**config.mk**
```make
export PLATFORM = sky130hd
export DESIGN_NAME = bmc_rx_decoder
export DESIGN_NICKNAME = d
export VERILOG_FILES = /design/src/rtl/bmc_rx_pkg.sv /design/src/rtl/bmc_ivl_class.sv /design/src/rtl/bmc_pattern_scan.sv /design/src/rtl/bmc_bit_fifo.sv /design/src/rtl/bmc_rx_decoder.sv
export SDC_FILE = /design/constraint.sdc
export NUM_CORES = 1
export LEC_CHECK = 0
export ABC_AREA = 1
export BUFFER_PORTS_ARGS = -buffer_cell sky130_fd_sc_hd__buf_4
export CAP_MARGIN = 20
export CORE_ASPECT_RATIO = 1.4
export CORE_MARGIN = 3
export CORE_UTILIZATION = 55
export CTS_CLUSTER_DIAMETER = 60
export DETAILED_ROUTE_END_ITERATION = 10
export PLACE_DENSITY = 0.74
export SYNTH_ARGS = -nofsm -noshare
export SYNTH_HDL_FRONTEND = slang
export SYNTH_SLANG_ARGS = --single-unit
```
**constraint.sdc**
```tcl
create_clock -name clk -period 8.7 [get_ports clk]
set_input_delay 1.74 -clock clk [delete_from_list [all_inputs] [get_ports clk]]
set_output_delay 1.74 -clock clk [all_outputs]
set_load 0.01 [all_outputs]
```
**src/rtl/bmc_rx_pkg.sv**
```systemverilog
package bmc_rx_pkg;
  localparam int WIN_W = 32;
  localparam logic [WIN_W-1:0] PAT_SYNC = 32'h36DB6DB6;
  localparam logic [WIN_W-1:0] PAT_HRST = 32'hF33F3F3F;
  localparam logic [WIN_W-1:0] PAT_CRST = 32'h3C7FE0FF;

  typedef enum logic [2:0] {
    ST_HUNT,
    ST_DATA,
    ST_HRST,
    ST_CRST,
    ST_FAIL
  } rx_state_e;
endpackage

```
**src/rtl/bmc_ivl_class.sv**
```systemverilog
module bmc_ivl_class #(
  parameter int TS_W      = 8,
  parameter int SHORT_MAX = 6,
  parameter int LONG_MAX  = 12
) (
  input  logic            clk,
  input  logic            rst_n,
  input  logic            clr,
  input  logic            edge_vld,
  input  logic [TS_W-1:0] edge_ts,
  output logic            ivl_vld,
  output logic            ivl_short,
  output logic            ivl_bad
);
  logic [TS_W-1:0] prev_q, prev_d, diff;
  logic            have_q, have_d;

  always_comb begin
    diff      = edge_ts - prev_q;
    ivl_vld   = edge_vld && have_q && !clr;
    ivl_short = diff <= TS_W'(SHORT_MAX);
    ivl_bad   = (diff == '0) || (diff > TS_W'(LONG_MAX));
    prev_d    = prev_q;
    have_d    = have_q;
    if (clr) begin
      have_d = 1'b0;
    end else if (edge_vld) begin
      prev_d = edge_ts;
      have_d = 1'b1;
    end
  end

  always_ff @(posedge clk or negedge rst_n) begin
    if (!rst_n) begin
      prev_q <= '0;
      have_q <= 1'b0;
    end else begin
      prev_q <= prev_d;
      have_q <= have_d;
    end
  end
endmodule

```
**src/rtl/bmc_pattern_scan.sv**
```systemverilog
module bmc_pattern_scan
  import bmc_rx_pkg::*;
(
  input  logic clk,
  input  logic rst_n,
  input  logic clr,
  input  logic step,
  input  logic short_in,
  output logic hit_sync,
  output logic hit_hrst,
  output logic hit_crst
);
  logic [WIN_W-1:0] win_q, win_d, win_nx;

  always_comb begin
    win_nx   = {short_in, win_q[WIN_W-1:1]};
    hit_sync = (win_nx == PAT_SYNC);
    hit_hrst = (win_nx == PAT_HRST);
    hit_crst = (win_nx == PAT_CRST);
    if (clr)       win_d = '0;
    else if (step) win_d = win_nx;
    else           win_d = win_q;
  end

  always_ff @(posedge clk or negedge rst_n) begin
    if (!rst_n) win_q <= '0;
    else        win_q <= win_d;
  end
endmodule

```
**src/rtl/bmc_bit_fifo.sv**
```systemverilog
module bmc_bit_fifo #(
  parameter int DW = 32,
  parameter int CW = 6
) (
  input  logic          clk,
  input  logic          rst_n,
  input  logic          clr,
  input  logic          bit_vld,
  input  logic          bit_val,
  input  logic          rd_req,
  input  logic [CW-1:0] rd_len,
  output logic [DW-1:0] rd_data,
  output logic          rd_ack,
  output logic [CW-1:0] cnt,
  output logic          ovf
);
  logic [DW-1:0] sh_q, sh_d, data_q, data_d, mask, aligned;
  logic [CW-1:0] cnt_q, cnt_d;
  logic          ack_q, ack_d, rd_ok, push;

  always_comb begin
    for (int i = 0; i < DW; i++) mask[i] = (CW'(i) < rd_len);
    rd_ok   = rd_req && (rd_len != '0) && (rd_len <= CW'(DW)) && (rd_len <= cnt_q);
    aligned = sh_q >> (CW'(DW) - cnt_q);
    ovf     = bit_vld && (cnt_q == CW'(DW)) && !rd_ok;
    push    = bit_vld && !ovf;
    sh_d    = push ? {bit_val, sh_q[DW-1:1]} : sh_q;
    cnt_d   = cnt_q + CW'(push) - (rd_ok ? rd_len : '0);
    data_d  = rd_ok ? (aligned & mask) : data_q;
    ack_d   = rd_ok;
    if (clr) begin
      sh_d  = '0;
      cnt_d = '0;
      ack_d = 1'b0;
    end
  end

  always_ff @(posedge clk or negedge rst_n) begin
    if (!rst_n) begin
      sh_q   <= '0;
      cnt_q  <= '0;
      data_q <= '0;
      ack_q  <= 1'b0;
    end else begin
      sh_q   <= sh_d;
      cnt_q  <= cnt_d;
      data_q <= data_d;
      ack_q  <= ack_d;
    end
  end

  assign rd_data = data_q;
  assign rd_ack  = ack_q;
  assign cnt     = cnt_q;


  fill_bound_chk: assert property (@(posedge clk) disable iff (!rst_n)
    cnt_q <= CW'(DW));

  ack_after_req_chk: assert property (@(posedge clk) disable iff (!rst_n)
    rd_ack |-> $past(rd_req));
endmodule

```
**src/rtl/bmc_rx_decoder.sv**
```systemverilog
module bmc_rx_decoder
  import bmc_rx_pkg::*;
#(
  parameter int TS_W      = 8,
  parameter int SHORT_MAX = 6,
  parameter int LONG_MAX  = 12,
  parameter int DW        = 32,
  parameter int MAX_IVL   = 858
) (
  input  logic                       clk,
  input  logic                       rst_n,
  input  logic                       restart,
  input  logic                       edge_vld,
  input  logic [TS_W-1:0]            edge_ts,
  input  logic                       timeout,
  input  logic                       rd_req,
  input  logic [$clog2(DW+1)-1:0]    rd_len,
  output logic [DW-1:0]              rd_data,
  output logic                       rd_ack,
  output logic                       st_sync,
  output logic                       st_hrst,
  output logic                       st_crst,
  output logic                       err,
  output logic [$clog2(DW+1)-1:0]    pend_cnt
);
  localparam int CW = $clog2(DW+1);
  localparam int IW = $clog2(MAX_IVL+1);

  rx_state_e     state_q, state_pre, state_d;
  logic          half_q, half_d;
  logic [IW-1:0] icnt_q, icnt_d;
  logic          ivl_vld, ivl_short, ivl_bad, lim_hit;
  logic          hit_sync, hit_hrst, hit_crst, scan_step;
  logic          bit_vld, bit_val, fifo_ovf;

  bmc_ivl_class #(.TS_W(TS_W), .SHORT_MAX(SHORT_MAX), .LONG_MAX(LONG_MAX)) u_cls (
    .clk(clk), .rst_n(rst_n), .clr(restart), .edge_vld(edge_vld), .edge_ts(edge_ts),
    .ivl_vld(ivl_vld), .ivl_short(ivl_short), .ivl_bad(ivl_bad));

  bmc_pattern_scan u_scan (
    .clk(clk), .rst_n(rst_n), .clr(restart), .step(scan_step), .short_in(ivl_short),
    .hit_sync(hit_sync), .hit_hrst(hit_hrst), .hit_crst(hit_crst));

  bmc_bit_fifo #(.DW(DW), .CW(CW)) u_fifo (
    .clk(clk), .rst_n(rst_n), .clr(restart), .bit_vld(bit_vld), .bit_val(bit_val),
    .rd_req(rd_req), .rd_len(rd_len), .rd_data(rd_data), .rd_ack(rd_ack),
    .cnt(pend_cnt), .ovf(fifo_ovf));

  assign lim_hit = ivl_vld && (icnt_q == IW'(MAX_IVL-1));

  always_comb begin
    state_pre = state_q;
    half_d    = half_q;
    icnt_d    = icnt_q;
    bit_vld   = 1'b0;
    bit_val   = 1'b0;
    scan_step = 1'b0;
    if (restart) begin
      state_pre = ST_HUNT;
      half_d    = 1'b0;
      icnt_d    = '0;
    end else begin
      if (ivl_vld && (state_q == ST_HUNT || state_q == ST_DATA)) icnt_d = icnt_q + 1'b1;
      case (state_q)
        ST_HUNT: begin
          if (timeout || lim_hit) state_pre = ST_FAIL;
          else if (ivl_vld) begin
            scan_step = 1'b1;
            if (hit_sync)      state_pre = ST_DATA;
            else if (hit_hrst) state_pre = ST_HRST;
            else if (hit_crst) state_pre = ST_CRST;
          end
        end
        ST_DATA: begin
          if (timeout || lim_hit || (ivl_vld && ivl_bad)) state_pre = ST_FAIL;
          else if (ivl_vld) begin
            if (ivl_short) begin
              if (half_q) begin
                bit_vld = 1'b1;
                bit_val = 1'b1;
                half_d  = 1'b0;
              end else begin
                half_d = 1'b1;
              end
            end else if (half_q) begin
              state_pre = ST_FAIL;
            end else begin
              bit_vld = 1'b1;
            end
          end
        end
        default: ;
      endcase
    end
  end

  always_comb begin
    state_d = state_pre;
    if (fifo_ovf) state_d = ST_FAIL;
  end

  always_ff @(posedge clk or negedge rst_n) begin
    if (!rst_n) begin
      state_q <= ST_HUNT;
      half_q  <= 1'b0;
      icnt_q  <= '0;
    end else begin
      state_q <= state_d;
      half_q  <= half_d;
      icnt_q  <= icnt_d;
    end
  end

  assign st_sync = (state_q == ST_DATA);
  assign st_hrst = (state_q == ST_HRST);
  assign st_crst = (state_q == ST_CRST);
  assign err     = (state_q == ST_FAIL);


  status_excl_chk: assert property (@(posedge clk) disable iff (!rst_n)
    $onehot0({st_sync, st_hrst, st_crst, err}));

  sync_on_edge_chk: assert property (@(posedge clk) disable iff (!rst_n)
    $rose(st_sync) |-> $past(edge_vld));

  timeout_abort_chk: assert property (@(posedge clk) disable iff (!rst_n)
    (timeout && !restart && !st_hrst && !st_crst && !err) |=> err);

  terminal_hold_chk: assert property (@(posedge clk) disable iff (!rst_n)
    (st_hrst && !restart) |=> st_hrst);
endmodule

```
## Word-level counts from Yosys, hierarchy flattened

Index checks and enable logic that the tools add are counted.

| word-level totals | value |
|---|---|
| bits in registers | 126 |
| bits of input ports | 20 |
| output and inout port bits | 43 |
| word-level logic and storage cells | 144 |

| operators by class | value |
|---|---|
| $add $sub $neg | 5 |
| order comparisons | 36 |
| eq/ne operators | 15 |
| shifts and indexed selects | 1 |
| multiplexer cells | 43 |
| bitwise logic cells | 2 |
| reduce and logical (&&, ||, !) cells | 32 |

Operators by type and width:

| operator | count |
|---|---|
| $mux W32 | 4 |
| $lt A5 B6 Y1 const A | 16 |
| $eq A32 B30 Y1 const B | 2 |
| $lt A4 B6 Y1 const A | 8 |
| $mux W3 | 11 |
| $and A32 B32 Y32 | 1 |
| $eq A32 B32 Y1 const B | 1 |
| $shr A32 B6 Y32 | 1 |
| $lt A3 B6 Y1 const A | 4 |
| $mux W1 | 23 |
| $mux W10 | 2 |
| $reduce_bool A2 Y1 | 7 |
| $lt A1 B6 Y1 const A | 2 |
| $lt A2 B6 Y1 const A | 2 |
| $mux W6 | 2 |
| $logic_and A1 B1 Y1 | 11 |
| $add A10 B1 Y10 const B | 1 |
| $eq A10 B10 Y1 const B | 1 |
| $ne A5 B2 Y1 const B | 2 |
| $gt A8 B4 Y1 const B | 1 |
| $le A8 B3 Y1 const B | 1 |
| $logic_not A8 Y1 | 1 |
| $sub A8 B8 Y8 | 1 |
| $ne A7 B6 Y1 const B | 1 |
| other kinds (22) | 28 |

## Longest topological paths before layout

Gate-level depths: netlist (run 1).

| logic depth | value |
|---|---|
| depth in word-level cells | 15 |
| gate-level depth with buffers | 27 |
| depth with buffers taken out | 26 |

## Hierarchy

Synthesis (run 1) repeated with hierarchy kept, for this count alone.

| second synthesis, totals | value |
|---|---|
| cell total of the unflattened synthesis | 1314 |
| area total of the unflattened synthesis | 8897.3 µm² |

By module, submodules not included:

| module | times used | cells each | area each (µm²) | seq. area each (µm²) |
|---|---|---|---|---|
| bmc_bit_fifo | 1 | 843 | 5495.3 | 1776.7 |
| bmc_pattern_scan | 1 | 211 | 1582.8 | 775.7 |
| bmc_rx_decoder | 1 | 142 | 1012.2 | 350.3 |
| bmc_ivl_class | 1 | 118 | 807.0 | 225.2 |

## Least setup slack after synthesis (run 1)

Ideal clock, no wire load.

| path | value |
|---|---|
| path kind | input -> register |
| from | input port edge_ts[0] |
| to | register u_fifo.cnt_q[5] (netlist: u_fifo.cnt[5]) |
| setup time | 124 ps |
| arrival | 4749 ps |
| data required time | 8576 ps |
| path slack | 3827 ps |
| stages on the path | 27 |
| buffers on the path | 1 |
| cell sequence | inv_1 > ha_1 > inv_1 > fa_1 > nand2_1 > nand3_1 > nand3_1 > nand2_1 > nand2_1 > nand2_1 > nor2_1 > nand3_1 > inv_1 > ha_1 > nor2_1 > nand3_2 > inv_1 > buf_2 > ha_1 > a31oi_1 > nor2_1 > nor2_1 > nor2_1 > nor2_1 > xor2_1 > o21ai_0 > a21oi_1 |

| on the way | value |
|---|---|
| word-level cells in the longest chain between the ends | 15 |
| elaborated cells on any way between the ends | 19 |
| those cells by class | add/sub: 3; order compare: 2; mux: 6; reduce/logical: 8 |

RTL lines:

| element | line | text |
|---|---|---|
| start, declared | bmc_rx_decoder.sv:14 | `input logic [TS_W-1:0] edge_ts,` |
| $sub A8 B8 Y8 * | bmc_ivl_class.sv:19 | `diff = edge_ts - prev_q;` |
| $gt A8 B4 Y1 / $logic_not A8 Y1 (equally long branches) | bmc_ivl_class.sv:22 | `ivl_bad = (diff == '0) \|\| (diff > TS_W'(LONG_MAX));` |
| $logic_or A1 B1 Y1 | bmc_ivl_class.sv:22 |  |
| $logic_and A1 B1 Y1 | bmc_rx_decoder.sv:75 | `if (timeout \|\| lim_hit \|\| (ivl_vld && ivl_bad)) state_pre = ST_FAIL;` |
| $logic_or A1 B1 Y1 | bmc_rx_decoder.sv:75 |  |
| $mux W1 * | bmc_rx_decoder.sv:75 |  |
| $mux W1 * | bmc_rx_decoder.sv:64 | `case (state_q)` |
| $mux W1 * | bmc_rx_decoder.sv:58 | `if (restart) begin` |
| $logic_and A1 B1 Y1 (2 in series) | bmc_bit_fifo.sv:25 | `ovf = bit_vld && (cnt_q == CW'(DW)) && !rd_ok;` |
| $logic_not A1 Y1 | bmc_bit_fifo.sv:26 | `push = bit_vld && !ovf;` |
| $logic_and A1 B1 Y1 * | bmc_bit_fifo.sv:26 |  |
| $add A6 B1 Y6 * | bmc_bit_fifo.sv:28 | `cnt_d = cnt_q + CW'(push) - (rd_ok ? rd_len : '0);` |
| $sub A6 B6 Y6 * | bmc_bit_fifo.sv:28 |  |
| $mux W6 * | bmc_bit_fifo.sv:31 | `if (clr) begin` |
| named net u_fifo.cnt_d[5] | bmc_bit_fifo.sv:18 | `logic [CW-1:0] cnt_q, cnt_d;` |
| end signal, assigned | bmc_bit_fifo.sv:46 | `cnt_q <= cnt_d;` |
| end, declared | bmc_bit_fifo.sv:18 |  |

The timed path passes the listed nets; every way through them passes the cells marked *.
A chain may end at the register's enable or synchronous reset.

## Final worst setup path (run 1)

Same ends and word-level chain as after synthesis.

==> results of run 1 <==
-- cell families after synthesis --
kind of cell	count (synthesis)	share of synthesized area
AOI/OAI and AO/OA	227	0.168
xor gates and xnor gates	7	0.00787
adders and majority gates	30	0.0501
buffers and inverters	200	0.0981
DFF	125	0.401
muxes	26	0.0334
and+or+nand+nor	447	0.241
-- per-layer routing --
| layer | vias to the layer above | wire, um | share of wire | global-route usage |
|---|---|---|---|---|
| li1 | 3580 | - | - | - |
| met4 | 0 | 807 | 0.043 | 0.123 |
| met1 | 3275 | 7810 | 0.41 | 0.299 |
| met5 | - | 0 | 0 | 0 |
| met3 | 55 | 676 | 0.036 | 0.0435 |
| met2 | 158 | 9630 | 0.51 | 0.439 |
-- power breakdown --
part,internal (uW),switching (uW),leakage [uW],total (uW)
logic,354,625,0.00236,979
registers,648,48.6,0.00171,697
clock network,406,284,0.000284,691
total,1410,958,0.00435,2370
-- state kept, by name, summed over array words and instances, names as in the netlist --
signal	flops
u_scan.win_q	31
u_cls.have_q	1
u_fifo.rd_ack	1
half_q	1
icnt_q	10
u_fifo.rd_data	32
u_fifo.cnt	6
u_fifo.sh_q	32
state_q	3
u_cls.prev_q	8
-- per-stage QoR --
| stage | instance area, sq um | util | total power [uW] | worst slack (ps) | cells |
|---|---|---|---|---|---|
| floorplan | 7790 | - | 1390 | 3830 | 1062 |
| global placement | 8350 | 0.612 | 1660 | 2880 | 1263 |
| detailed placement | 8350 | 0.612 | 1670 | 2790 | 1263 |
| CTS | 8920 | 0.654 | 2370 | 3220 | 1295 |
| global route | 8950 | 0.656 | 2540 | 2640 | 1296 |
| finish | 8950 | 0.656 | 2370 | 3180 | 1296 |
-- cells in the mapped netlist (6+ instances only) --
cell type	number
sky130_fd_sc_hd__o22ai_1	33
sky130_fd_sc_hd__buf_2	7
sky130_fd_sc_hd__clkbuf_1	39
sky130_fd_sc_hd__o31ai_2	6
sky130_fd_sc_hd__o211ai_1	10
sky130_fd_sc_hd__mux2i_1	26
sky130_fd_sc_hd__o21ai_0	128
sky130_fd_sc_hd__ha_1	28
sky130_fd_sc_hd__dfrtp_1	125
sky130_fd_sc_hd__nand4_1	14
sky130_fd_sc_hd__nand2_1	257
sky130_fd_sc_hd__nor3_1	17
sky130_fd_sc_hd__nor2_1	74
sky130_fd_sc_hd__inv_1	149
sky130_fd_sc_hd__a21oi_1	27
sky130_fd_sc_hd__nand3_1	70
-- final timing paths --
check / start / slack, ps / endpoint / cells past startpoint
hold / removal: u_fifo.rd_data[6] / 480 / u_fifo.rd_data[6] / 2
max in group asynchronous: rst_n / 5990 / u_fifo.sh_q[0] / 2
hold reg to reg: u_fifo.rd_data[6] / 480 / u_fifo.rd_data[6] / 2
setup / recovery: edge_ts[0] / 3180 / u_fifo.cnt[5] / 27
min in group asynchronous: rst_n / 1430 / u_fifo.rd_ack / 1
setup reg to reg: u_cls.prev_q[0] / 4330 / u_fifo.cnt[5] / 25
-- final cells by class --
cell class	count	area, sq um	area share
clock buffers	18	439	0.0491
multi-input cells	737	3910	0.437
well taps	182	228	0.0255
clock inverters	14	134	0.0150
inverters	150	563	0.0629
repair buffers	70	546	0.0610
flip-flops and latches	125	3130	0.350
-- worst min-delay path, delay by kind of cell (launching register included) --
family	cells	cell delay [ps]
DFF	1	340
and+or+nand+nor	2	100
==> parameters.txt, run 1 <==
Parameter                              Value

Synthesis
  Synth Flop Type ... sky130_fd_sc_hd__dfrtp_1
  Fraction of the yosys area taken by sequential cells ... 0.401
  Post-synth top area cell ... sky130_fd_sc_hd__dfrtp_1
  Number of flops mapped to enable cells by yosys ... 0
  Post-synthesis net count ... roughly 1100
  Per-instance average area after synthesis ... 7.34 sq um
  YS warnings ... 0
  Flops & latches, synth ... 125
  Post-synth cell types ... 44
  Combined area of all synthesized cells ... a little under 0.008 sq mm
  Dominant cells by area after synthesis ... sky130_fd_sc_hd__dfrtp_1 (40%), sky130_fd_sc_hd__nand2_1 (12%), sky130_fd_sc_hd__o21ai_0 (8.2%)
  Proportion of synthesized flip-flops having asynchronous set or reset ... 1.00
  Yosys top cell area share ... 0.401
  Number of standard cells after synthesis ... about 1100

Drt
  WL/cell ... around 15 um
  Post-route antenna net violation count ... 0
  Via count normalized by instance count ... 5.45
  Drt pass-1 iters ... 7
  Total via count in the routed design ... 7068
  Total wirelength of the detailed-routed design ... around 19 mm
  Number of DRC markers after the initial detailed-route iteration ... between 400 and 500
  DRC Markers ... 0

Final layout
  Most used cells in the layout excluding fill and tap cells ... sky130_fd_sc_hd__nand2_1 (257), sky130_fd_sc_hd__inv_1 (149), sky130_fd_sc_hd__o21ai_0 (128)
  Antenna diode count ... 0
  Count of fill cells added during filler insertion ... 1261
  Area growth syn-to-layout ... 14.8%
  Nets ... 1151
  Share of layout cells above drive strength 1 ... 0.108
  Commonest non-fill, non-tap cell in the layout ... sky130_fd_sc_hd__nand2_1

Timing
  Post-route clock skew ... 10.0 ps
  Final critical-path share of the clock period ... 0.635
  Final-report hold violation count ... 0
  Max-slew violation count ... 0
  Post-layout minimum cycle time ... 5520 ps
  Total negative slack ... 0 ps
  RSZ-0062 raised after global routing ... false
  Worst slew pin tran ... 987 ps
  Achievable frequency ... between 150 and 200 MHz
  Post-Route Hold Slack ... 481 ps
  Total setup violations reported at the end of the flow ... 0
  Worst slew slack as a fraction of its limit ... 0.340

Floorplanning
  Area of the die ... 0.0157 sq mm
  Floorplan die width ... 107 um
  Core Area ... 0.0136 sq mm
  Effective utilization at floorplan ... 0.571
  Row cnt ... 50
  Die height ... 147 um
  I/O pin total ... 63

Clocking
  Maximum number of buffers from clock root to sink ... 2
  Clock tree from TritonCTS ... done
  Number of levels in the clock H-tree ... 4
  Hold_buf cts ... 0
  Total setup buffers inserted after CTS ... 0
  Clock Root Buffer ... sky130_fd_sc_hd__clkbuf_16
  Insertion delay of the later-clocked pin in the worst-skew pair ... 410 ps
  Total CTS buffers ... 17
  Clock sinks ... 125
  Clock transition time at the flip-flop clock pins of the worst setup and hold paths ... about 60 ps
  Post-cts sizing count ... 0

Setup path
  Kind of launch point of the worst setup path ... input port
  CP dominant cell by count ... sky130_fd_sc_hd__nor2_1
  Largest delay contributor family on the critical path ... simple AND/OR/NAND/NOR gates
  Required @ worst endpoint ... 9040 ps
  Largest stage delay, worst path ... ~700 ps
  Worst Setup End Kind ... flop
  Max Fanout on Critical Path ... 30
  Endpoint arrival time on the critical path ... 5860 ps
  CP max stage cell ... sky130_fd_sc_hd__inv_1
  Critical path start-end classification ... input port to flop
  Combined buffer and inverter count along the critical path ... 5

Place
  Quantity of I/O buffers inserted on ports ... 62
  HPWL after detailed placement ... 13.9 mm
  Gp weighted congestion ... ~0.96

Global routing
  GR Overflow Total ... 0
  Vias in the first global route ... 6847
  Global Route Usage Sum ... 0.252
  Antenna violations before repair ... 0
  Global-route wire length before repair ... roughly 32 mm
  Maximum number of pins on one net before global-route repair ... 64

Status
  Outcome ... finished clean

Min path
  Min-delay worst type ... flop to flop

Flow run
  Maximum capacitance violations ... 0

Power and ir drop
  Leakage component of the power ... 0.00435 uW
  Total power density per cell area ... 265 mW/mm^2
  VDD IR-drop max ... 0.157 mV
No activity file was read; power rests on OpenSTA's default activity.
==> run 2, diff against run 1 <==
==> constraint.sdc (replaced) <==
create_clock -name clk -period 5.1 [get_ports clk]
set_input_delay 1.02 -clock clk [delete_from_list [all_inputs] [get_ports clk]]
set_output_delay 1.02 -clock clk [all_outputs]
set_load 0.01 [all_outputs]
==> run 2 against run 1 <==
Against the previous run: design area rose by 0.83%; routed wire length fell by 1.2%; sequential cell count did not move; first-iteration DRC count rose by 22%; setup slack got worse by 2200 ps; global-route usage fell by 0.081 points; power rose by 76%; via count rose by 0.37%; clock power rose by 91%; non-clock buffer count rose by 3; critical path depth did not move; die area did not move; largest cell class unchanged.
==> parameters.txt, run 2 (synthesis gave the netlist of run 1 again) <==
Parameter                              Value

Timing
  Achievable frequency ... 246 MHz
  Total setup violations reported at the end of the flow ... 0
  Post-route clock skew ... just over 8 ps
  Max-slew violation count ... 0
  Worst slew pin tran ... 990 ps
  Final critical-path share of the clock period ... 0.799
  Setup WS post-layout ... about 1000 ps
  Worst slew slack as a fraction of its limit ... 0.338
  RSZ-0062 raised after global routing ... false
  Post-layout minimum cycle time ... 4070 ps
  Final-report hold violation count ... 0
  Total negative slack ... 0 ps

Setup path
  R2R setup slack ... 1460 ps
  Critical path start-end classification ... input port to flop
  Worst Reg2Reg Path Length in Cells ... 25
  Kind of launch point of the worst setup path ... input port
  Worst Setup End Kind ... flop
  Endpoint arrival time on the critical path ... 4370 ps
  Worst reg2reg path endpoint ... u_fifo.cnt[5]
  Max Fanout on Critical Path ... 7
  Reg-to-reg critical path startpoint ... u_cls.prev_q[0]
  Required @ worst endpoint ... around 5400 ps

Drt
  Drt pass-1 iters ... 6
  Post-route antenna net violation count ... 0
  DRC Markers ... 0
  Via count normalized by instance count ... approximately 5.5
  Number of DRC markers after the initial detailed-route iteration ... 501
  Total wirelength of the detailed-routed design ... 18.7 mm
  Total via count in the routed design ... 7094
  WL/cell ... roughly 14 um

Final layout
  Area growth syn-to-layout ... 15.7%
  Count of fill cells added during filler insertion ... approximately 1200
  Sequential cell area ... 0.00313 sq mm
  Nets ... 1154
  Commonest non-fill, non-tap cell in the layout ... sky130_fd_sc_hd__nand2_1
  Area used by multi-input combinational logic ... 0.00391 sq mm
  Share of layout cells above drive strength 1 ... 0.109
  Antenna diode count ... 0
  Most used cells in the layout excluding fill and tap cells ... sky130_fd_sc_hd__nand2_1 (257), sky130_fd_sc_hd__inv_1 (149), sky130_fd_sc_hd__o21ai_0 (128)

Clocking
  Maximum number of buffers from clock root to sink ... 2
  Clock Root Buffer ... sky130_fd_sc_hd__clkbuf_16
  Clock transition time at the flip-flop clock pins of the worst setup and hold paths ... roughly 60 ps
  Hold_buf cts ... 0
  Clock sinks ... 125
  Post-cts sizing count ... 0
  Number of levels in the clock H-tree ... 4
  Total setup buffers inserted after CTS ... 0
  Total CTS buffers ... 17
  Insertion delay of the later-clocked pin in the worst-skew pair ... approximately 410 ps
  Clock tree from TritonCTS ... done

Min path
  Min-delay src ... u_fifo.rd_data[6]
  Hold-critical path endpoint ... u_fifo.rd_data[6]
  Cell depth of the worst min-delay path ... 2
  Min-delay worst type ... flop to flop

Global routing
  GR Overflow Total ... 0
  Vias in the first global route ... 7020
  Antenna violations before repair ... 0
  Global Route Usage Sum ... 0.252
  Global-route wire length before repair ... 32.5 mm
  Maximum number of pins on one net before global-route repair ... 62

Status
  Outcome ... finished clean

Power and ir drop
  Share of total power in the clock network ... 0.318
  Leakage component of the power ... approximately 0.0044 uW
  Proportion of power drawn by combinational gates ... 0.396
  Sequential group share of total power ... 0.286
  Switching Fraction ... 0.383
  Internal power consumption ... about 2600 uW
  VDD IR-drop max ... 0.312 mV
  Post-route total power ... 4160 uW
  Total net switching power ... 1590 uW
  Total power density per cell area ... 461 mW/mm^2

Floorplanning
  Row cnt ... 50
  I/O pin total ... 63
  Die height ... approximately 150 um
  Floorplan die width ... about 110 um
  Effective utilization at floorplan ... 0.571
  Area of the die ... ~0.016 sq mm
  Core Area ... approximately 0.014 sq mm

Place
  Quantity of I/O buffers inserted on ports ... 62
  HPWL after detailed placement ... 13.6 mm
  Gp weighted congestion ... slightly below 1
  Setup slack at placement ... 580 ps

Flow run
  Maximum capacitance violations ... 0
run 2: changes by cell type in the layout (fill, tap and decap cells not counted), sizes merged:
| cell | change |
|---|---|
| buf | +3 |
| clkinvlp | +3 |
| bufinv | +3 |
| inv | -6 |
| clkbuf | +4 |
| clkinv | -4 |
run 2: layer usage:
layer  share of wire  routed length (um)  vias up  global-route usage
li1                -                   -     3593                   -
met4           0.038                 714        0               0.122
met1            0.42                7840     3286               0.298
met3           0.035                 651       52              0.0404
met2            0.51                9500      163               0.440
met5               0                   0        -                   0
run 2: power groups by stage:
stage | combinational (uW) | clock [uW] | sequential [uW]
2_1_floorplan | 1140 | 0 | 1240
3_3_place_gp | 1610 | 0 | 1200
3_5_place_dp | 1630 | 0 | 1210
4_1_cts | 1650 | 1340 | 1190
5_1_grt | 1880 | 1380 | 1210
6_report | 1650 | 1320 | 1190
run 2: per-stage QoR:
step,util,hold WS [ps],std cells,instance area (sq um)
after global placement,0.614,467,1267,8380
after floorplan,-,455,1062,7790
after CTS,0.661,485,1299,9020
after detailed placement,0.614,470,1267,8380
final,0.661,481,1299,9020
after global routing,0.661,506,1299,9020
run 2: area by class of cell:
class                           instances  area share
Clock inverter                         10      0.0178
Inverter                              150      0.0624
Sequential cell                       125       0.347
Tap cell                              182      0.0252
Clock buffer                           22      0.0537
Multi-Input combinational cell        737       0.433
Timing Repair Buffer                   73      0.0608
run 2: critical path, cell delays in order:
cell and delay [ps]:
sky130_fd_sc_hd__buf_4 110, sky130_fd_sc_hd__inv_1 90, sky130_fd_sc_hd__ha_1 150, sky130_fd_sc_hd__inv_1 40, sky130_fd_sc_hd__fa_1 390, sky130_fd_sc_hd__nand2_1 70, sky130_fd_sc_hd__nand3_1 80, sky130_fd_sc_hd__nand3_1 100
sky130_fd_sc_hd__nand2_1 50, sky130_fd_sc_hd__nand2_1 50, sky130_fd_sc_hd__nand2_1 40, sky130_fd_sc_hd__nor2_1 150, sky130_fd_sc_hd__nand3_1 220, sky130_fd_sc_hd__inv_1 140, sky130_fd_sc_hd__ha_1 240, sky130_fd_sc_hd__nor2_1 180
sky130_fd_sc_hd__nand3_2 170, sky130_fd_sc_hd__inv_1 120, sky130_fd_sc_hd__ha_1 180, sky130_fd_sc_hd__a31oi_1 130, sky130_fd_sc_hd__nor2_1 110, sky130_fd_sc_hd__nor2_1 40, sky130_fd_sc_hd__nor2_1 80, sky130_fd_sc_hd__nor2_1 50
sky130_fd_sc_hd__xor2_1 140, sky130_fd_sc_hd__o21ai_0 150, sky130_fd_sc_hd__a21oi_1 50
run 2: worst max-delay path by stage:
stage                from            end  cells after the start
2_1_floorplan  edge_ts[0]  u_fifo.cnt[5]                     27
3_3_place_gp   edge_ts[0]  u_fifo.cnt[5]                     27
3_5_place_dp   edge_ts[0]  u_fifo.cnt[5]                     27
4_1_cts        edge_ts[0]  u_fifo.cnt[5]                     27
5_1_grt        edge_ts[0]  u_fifo.cnt[5]                     27
6_report       edge_ts[0]  u_fifo.cnt[5]                     27
